**src/rtl/nco_pkg.sv**
```systemverilog
package nco_pkg;

    typedef enum logic [1:0] {
        ST_LOAD   = 2'd0,
        ST_ROTATE = 2'd1,
        ST_EMIT   = 2'd2
    } cordic_state_e;

    // Arctangent of 2^-idx, in units of a full turn scaled to 2^pw.
    function automatic logic [63:0] atan_turns(input int idx, input int pw);
        logic [63:0] b;
        case (idx)
            0:       b = 64'd2097152;
            1:       b = 64'd1238021;
            2:       b = 64'd654137;
            3:       b = 64'd332050;
            4:       b = 64'd166669;
            5:       b = 64'd83416;
            6:       b = 64'd41718;
            7:       b = 64'd20860;
            8:       b = 64'd10430;
            9:       b = 64'd5215;
            10:      b = 64'd2608;
            11:      b = 64'd1304;
            default: b = 64'd1304 >> (idx - 11);
        endcase
        if (pw >= 24) return b << (pw - 24);
        return b >> (24 - pw);
    endfunction

    // Phase step for a rate code: geometric frequency ladder, rounded.
    function automatic logic [63:0] phase_inc(input int code, input int pw,
                                              input longint base_hz, input longint num,
                                              input longint den, input longint fs_hz);
        longint f;
        f = base_hz;
        for (int k = 0; k < code; k++) f = (f * num) / den;
        return 64'(((f <<< pw) + fs_hz / 2) / fs_hz);
    endfunction

endpackage

```
**src/rtl/nco_angle_gen.sv**
```systemverilog
module nco_angle_gen #(
    parameter int     SEL_W         = 5,
    parameter int     PHASE_W       = 24,
    parameter longint CLK_HZ        = 56_000_000,
    parameter int     SAMPLE_CYCLES = 14,
    parameter longint F_BASE_HZ     = 100,
    parameter longint STEP_NUM      = 1346,
    parameter longint STEP_DEN      = 1000
) (
    input  logic               clk,
    input  logic               rst_n,
    input  logic [SEL_W-1:0]   freq_sel,
    input  logic               step,
    output logic [PHASE_W-1:0] phase
);
    localparam int     CODES = 1 << SEL_W;
    localparam longint FS_HZ = CLK_HZ / SAMPLE_CYCLES;

    logic [PHASE_W-1:0] inc_tbl [CODES];

    generate
        for (genvar c = 0; c < CODES; c++) begin : g_inc
            assign inc_tbl[c] = PHASE_W'(nco_pkg::phase_inc(c, PHASE_W, F_BASE_HZ,
                                                            STEP_NUM, STEP_DEN, FS_HZ));
        end
    endgenerate

    always_ff @(posedge clk) begin
        if (!rst_n)    phase <= '0;
        else if (step) phase <= phase + inc_tbl[freq_sel];
    end
endmodule

```
**src/rtl/nco_prerotate.sv**
```systemverilog
module nco_prerotate #(
    parameter int PHASE_W = 24,
    parameter int W       = 18,
    parameter logic signed [W-1:0] X0 = 18'sd19859
) (
    input  logic [PHASE_W-1:0]        phase,
    output logic signed [W-1:0]       x_init,
    output logic signed [W-1:0]       y_init,
    output logic signed [PHASE_W-1:0] z_init
);
    always_comb begin
        z_init = {2'b00, phase[PHASE_W-3:0]};
        unique case (phase[PHASE_W-1:PHASE_W-2])
            2'b00: begin x_init = X0;  y_init = '0;  end
            2'b01: begin x_init = '0;  y_init = X0;  end
            2'b10: begin x_init = -X0; y_init = '0;  end
            default: begin x_init = '0; y_init = -X0; end
        endcase
    end
endmodule

```
**src/rtl/nco_cordic_core.sv**
```systemverilog
module nco_cordic_core
    import nco_pkg::*;
#(
    parameter int W       = 18,
    parameter int PHASE_W = 24,
    parameter int ITERS   = 12,
    parameter int IT_W    = $clog2(ITERS + 1)
) (
    input  logic                      clk,
    input  logic                      rst_n,
    input  logic signed [W-1:0]       x_init,
    input  logic signed [W-1:0]       y_init,
    input  logic signed [PHASE_W-1:0] z_init,
    output logic                      phase_step,
    output logic                      done,
    output logic signed [W-1:0]       x_res,
    output logic signed [W-1:0]       y_res,
    output logic signed [PHASE_W-1:0] z_res,
    output cordic_state_e             state,
    output logic [IT_W-1:0]           iter
);
    localparam logic [IT_W-1:0] LAST = IT_W'(ITERS - 1);

    cordic_state_e state_q, state_d;
    logic signed [W-1:0]       x_q, y_q, dx, dy;
    logic signed [PHASE_W-1:0] z_q, atan_i;
    logic [IT_W-1:0]           iter_q;

    // State register
    always_ff @(posedge clk) begin
        if (!rst_n) state_q <= ST_LOAD;
        else        state_q <= state_d;
    end

    // Next state and control outputs
    always_comb begin
        state_d    = state_q;
        phase_step = 1'b0;
        done       = 1'b0;
        unique case (state_q)
            ST_LOAD: begin
                phase_step = 1'b1;
                state_d    = ST_ROTATE;
            end
            ST_ROTATE: begin
                if (iter_q == LAST) state_d = ST_EMIT;
            end
            ST_EMIT: begin
                done    = 1'b1;
                state_d = ST_LOAD;
            end
            default: state_d = ST_LOAD;
        endcase
    end

    assign atan_i = PHASE_W'(atan_turns(int'(iter_q), PHASE_W));
    assign dx     = x_q >>> iter_q;
    assign dy     = y_q >>> iter_q;

    // Rotation datapath
    always_ff @(posedge clk) begin
        if (!rst_n) begin
            x_q    <= '0;
            y_q    <= '0;
            z_q    <= '0;
            iter_q <= '0;
        end else begin
            unique case (state_q)
                ST_LOAD: begin
                    x_q    <= x_init;
                    y_q    <= y_init;
                    z_q    <= z_init;
                    iter_q <= '0;
                end
                ST_ROTATE: begin
                    if (z_q[PHASE_W-1]) begin
                        x_q <= x_q + dy;
                        y_q <= y_q - dx;
                        z_q <= z_q + atan_i;
                    end else begin
                        x_q <= x_q - dy;
                        y_q <= y_q + dx;
                        z_q <= z_q - atan_i;
                    end
                    iter_q <= iter_q + 1'b1;
                end
                default: ;
            endcase
        end
    end

    assign x_res = x_q;
    assign y_res = y_q;
    assign z_res = z_q;
    assign state = state_q;
    assign iter  = iter_q;
endmodule

```
**src/rtl/cordic_nco.sv**
```systemverilog
module cordic_nco
    import nco_pkg::*;
#(
    parameter int     SEL_W     = 5,
    parameter int     PHASE_W   = 24,
    parameter int     OUT_W     = 10,
    parameter int     ITERS     = 12,
    parameter int     GUARD     = 6,
    parameter longint CLK_HZ    = 56_000_000,
    parameter longint F_BASE_HZ = 100,
    parameter longint STEP_NUM  = 1346,
    parameter longint STEP_DEN  = 1000
) (
    input  logic             clk,
    input  logic             rst_n,
    input  logic [SEL_W-1:0] freq_sel,
    input  logic             func_sel,
    output logic [OUT_W-1:0] sample_out,
    output logic             sample_valid
);
    localparam int W             = OUT_W + GUARD + 2;
    localparam int IT_W          = $clog2(ITERS + 1);
    localparam int SAMPLE_CYCLES = ITERS + 2;
    localparam longint AMP       = (longint'(1) <<< (OUT_W - 1)) - 1;
    // Start magnitude pre-scaled by 1/K (K about 1.6468), 19899/32768.
    localparam logic signed [W-1:0] X0 = W'(((AMP <<< GUARD) * 19899) / 32768);
    localparam logic signed [W:0]   LIM = (W+1)'(AMP);

    logic [PHASE_W-1:0]        phase;
    logic                      phase_step, done;
    logic signed [W-1:0]       x_init, y_init, x_res, y_res;
    logic signed [PHASE_W-1:0] z_init, z_res;
    cordic_state_e             core_state;
    logic [IT_W-1:0]           core_iter;

    nco_angle_gen #(
        .SEL_W(SEL_W), .PHASE_W(PHASE_W), .CLK_HZ(CLK_HZ),
        .SAMPLE_CYCLES(SAMPLE_CYCLES), .F_BASE_HZ(F_BASE_HZ),
        .STEP_NUM(STEP_NUM), .STEP_DEN(STEP_DEN)
    ) u_angle (
        .clk(clk), .rst_n(rst_n), .freq_sel(freq_sel),
        .step(phase_step), .phase(phase)
    );

    nco_prerotate #(.PHASE_W(PHASE_W), .W(W), .X0(X0)) u_prerot (
        .phase(phase), .x_init(x_init), .y_init(y_init), .z_init(z_init)
    );

    nco_cordic_core #(.W(W), .PHASE_W(PHASE_W), .ITERS(ITERS), .IT_W(IT_W)) u_core (
        .clk(clk), .rst_n(rst_n),
        .x_init(x_init), .y_init(y_init), .z_init(z_init),
        .phase_step(phase_step), .done(done),
        .x_res(x_res), .y_res(y_res), .z_res(z_res),
        .state(core_state), .iter(core_iter)
    );

    // Round away guard bits, clamp symmetric, flip MSB for offset binary.
    function automatic logic [OUT_W-1:0] to_dac(input logic signed [W-1:0] v);
        logic signed [W:0] r;
        logic signed [W:0] q;
        r = {v[W-1], v} + (W+1)'(1 <<< (GUARD - 1));
        q = r >>> GUARD;
        if (q > LIM)       q = LIM;
        else if (q < -LIM) q = -LIM;
        return {~q[OUT_W-1], q[OUT_W-2:0]};
    endfunction

    always_ff @(posedge clk) begin
        if (!rst_n) begin
            sample_out   <= OUT_W'(1) << (OUT_W - 1);
            sample_valid <= 1'b0;
        end else begin
            sample_valid <= done;
            if (done) sample_out <= to_dac(func_sel ? x_res : y_res);
        end
    end
endmodule

```
**config.mk**
```make
export PLATFORM = sky130hd
export DESIGN_NAME = cordic_nco
export DESIGN_NICKNAME = d
export VERILOG_FILES = /design/src/rtl/nco_pkg.sv /design/src/rtl/nco_angle_gen.sv /design/src/rtl/nco_prerotate.sv /design/src/rtl/nco_cordic_core.sv /design/src/rtl/cordic_nco.sv
export SDC_FILE = /design/constraint.sdc
export NUM_CORES = 1
export LEC_CHECK = 0
export BUFFER_PORTS_ARGS = -buffer_cell sky130_fd_sc_hd__buf_2
export CORE_MARGIN = 1.5
export CORE_UTILIZATION = 65
export DETAILED_ROUTE_END_ITERATION = 12
export PLACE_DENSITY_LB_ADDON = 0.1
export RECOVER_POWER = 50
export SYNTH_ARGS = -nofsm -noshare
export SYNTH_HDL_FRONTEND = slang
export SYNTH_HIERARCHICAL = 1
export SYNTH_SLANG_ARGS = --single-unit
```
**constraint.sdc**
```tcl
create_clock -name clk -period 7.3 [get_ports clk]
set_input_delay 0.365 -clock clk [delete_from_list [all_inputs] [get_ports clk]]
set_output_delay 0.365 -clock clk [all_outputs]
set_load 0.05 [all_outputs]
```
==> qor.yml <==
global_route:
  grt.total_usage: 0.362
  antenna_found_initial: 0
  grt_pass1_wl_mm: 59.7
  grt_overflow: 0
  grt_pass1_vias: 11183
  grt_max_degree: 87
critical_path:
  path_class: "reg -> reg"
  cp_max_fo: 68
  start_kind: "flip-flop"
  cp-end-kind: "flip-flop"
  required_ns: 7.54
  r2r_cells: 7
  crit_arrival_ns: 6.39
power_and_ir_drop:
  internal-power_uw: 2310
  clkPwrFrac: 0.129
  p_sw_uw: 2100
  combPwrFrac: 0.652
  powerDensity_nw_per_um2: 337
  leakagePower_uw: 0.00555
  vdd_drop_max_v: 0.000283
  pwr-share-seq: 0.219
  p_sw_frac: 0.476
clock_network:
  cts_buffers: 9
  insertion_delay_ns: 0.36
  htreeDepth: 3
  cts_tree: "built"
  clock_path_buffers: 2
  ctsHoldBuffers: 0
  post-cts-setup-buffers: 0
  cts.reportedPaths.clkPinSlew_ns: 0.08
  clock-sinks: 101
  cts-root-buf: "clkbuf_16"
  cts_resized: 0
placed_design:
  place_congestion: 0.967
  io_buffers: 18
  dp_hpwl_mm: 27.4
  pre_cts_slack_ns: 1.39
routing:
  drt_pass1_iterations: 8
  wl_met2_mm: 15.9
  drc: 0
  wl_per_cell_um: 20.5
  wl_mm: 38.3
  met1_length_mm: 17.4
  vias: 12742
  via_per_inst: 6.84
  detail-route-antenna-nets: 0
  wl_met3_mm: 4.07
  top_layer: "met4"
  drtIter0Drc: 1173
floorplan:
  ios: 19
  die_y_um: 145
  die_width_um: 145
  initial_core_util: 0.668
  rows: 51
  design.core.area_um2: 19600
  die_area_um2: 21000
timing:
  worst_pin_slew_ns: 3.33
  hold_viol: 0
  setup_violations: 0
  slew_viol_final: 157
  slew_headroom: -1.22
  min_period_over_period: 0.843
  max_freq_mhz: 162
  rsz0062_at_grt: "false"
  skew_ns: 0.0112
  worst_slack_ns: 1.15
  fin_crit_ns: 6.15
  tns_ns: 0
yosys:
  synth_top_flop_cell: "dfxtp_1"
  ys_seq_area_frac: 0.154
  synth-seq-cells: 101
  ys_warn_count: 6
  syn_area_um2: 13100
  synth_cell_types: 86
  netlist_instances: 1711
  synth_edf_count: 0
  async_flop_share: 0
  postSynthAreaPerCell_um2: 7.65
cells_and_area:
  drive_gt1_frac: 0.0744
  final_cell_mix: "nand2_1 (157), a21oi_1 (156), o21ai_0 (130), nor2_1 (111)"
  fin_nets: 1703
  area_growth_pct: 0.00954
  antenna_cells: 0
  layout_commonest_cell: "nand2_1"
run_status:
  status: "complete, but fails checks"
  violations: "max-capacitance violations, max-slew violations"
worst_hold_path:
  min_path_cells: 2
  hold_path_class: "in -> reg"
job:
  maxCapViolCount: 3
## Yosys cell counts, drive strengths merged (5+ instances only)
library cell	n	area (µm²)
ha	97	1210
o21a	10	75.1
or3	10	62.6
mux4	38	860
a21o	38	285
inv	46	173
nand2b	19	119
a21oi	157	790
a31o	6	52.6
nor3	25	125
nor2b	38	238
nor3b	7	52.6
mux2i	50	500
o21bai	12	90.1
a211oi	32	240
nand2	158	596
or2	11	68.8
nor2	111	417
a211o	13	114
nand3b	12	90.1
o31ai	8	60.1
o21ai	141	709
nand4	20	131
nand4b	5	43.8
nand3	43	225
and2	26	163
o211ai	24	185
xnor2	75	657
buf	95	598
xor2	39	342
a21boi	6	56.3
a22o	12	105
mux2	16	180
dfxtp	101	2020
o22ai	9	56.3
and3	15	93.8
o211a	16	160
a22oi	13	97.6
a31oi	30	188
clkbuf	69	259
## area by class of cell
type                    count  area, µm²
inverters                  48        180
multi-input cells        1403      10000
well taps                 265        332
clock inverters             5        108
flip-flops and latches    101       2030
clock buffers              11        233
repair buffers             31        163
fillers                  1725       6500
## flip-flops by register name, indices dropped and copies added (netlist names)
| name | flops |
|---|---|
| u_core/y_res | 18 |
| u_core/x_res | 18 |
| u_core/z_res | 24 |
| sample_valid | 1 |
| u_core/iter | 4 |
| u_core/state | 2 |
| u_angle/phase | 24 |
| sample_out | 10 |
## layer usage
metal / GRT usage / vias to the layer above
met5: 0 / -
met4: 0.104 / 0
met3: 0.0763 / 82
met2: 0.527 / 685
met1: 0.533 / 5978
li1: - / 5997
## metrics by stage
step / hold slack, ns / area [µm²] / cells / util / power, µW
6_report: 0.351 / 13100 / 1864 / 0.668 / 4410
2_1_floorplan: 0.443 / 13100 / 1716 / - / 3180
4_1_cts: 0.334 / 13100 / 1864 / 0.670 / 4350
3_5_place_dp: 0.475 / 12800 / 1848 / 0.652 / 3760
3_3_place_gp: 0.455 / 12800 / 1848 / 0.652 / 3700
5_1_grt: 0.362 / 13100 / 1864 / 0.668 / 4730
## cell families after synthesis
family | synth area share
xor gates and xnor gates | 0.0763
adders and majority gates | 0.0989
muxes | 0.118
AOI/OAI and AO/OA | 0.280
buffers and inverters | 0.0793
and+or+nand+nor | 0.194
DFF | 0.154
other | 0.000287
## critical path, stage by stage, from the launching register on
cell,delay (ns)
dfxtp_2,0.31
clkbuf_1,2.34
clkinv_1,0.28
clkbuf_1,1.13
nor2_1,1.02
and3_1,0.49
a21boi_4,0.34
a211oi_1,0.08
## worst paths after layout
path               startpoint                to  slack [ns]
max reg2reg   u_core/state[1]     sample_out[7]        1.15
max           u_core/state[1]     sample_out[7]        1.15
min                     rst_n     sample_out[9]        0.35
min reg2reg  u_core/z_res[19]  u_core/z_res[19]        0.50
## power by group through the flow
| stage | logic [µW] | clock network, µW | registers [µW] |
|---|---|---|---|
| 3_5_place_dp | 2800 | 0 | 957 |
| 2_1_floorplan | 2370 | 0 | 812 |
| 5_1_grt | 3160 | 596 | 970 |
| 6_report | 2880 | 569 | 967 |
| 3_3_place_gp | 2740 | 0 | 958 |
| 4_1_cts | 2820 | 580 | 945 |
Note: power is estimated with default switching activity, not from simulation.
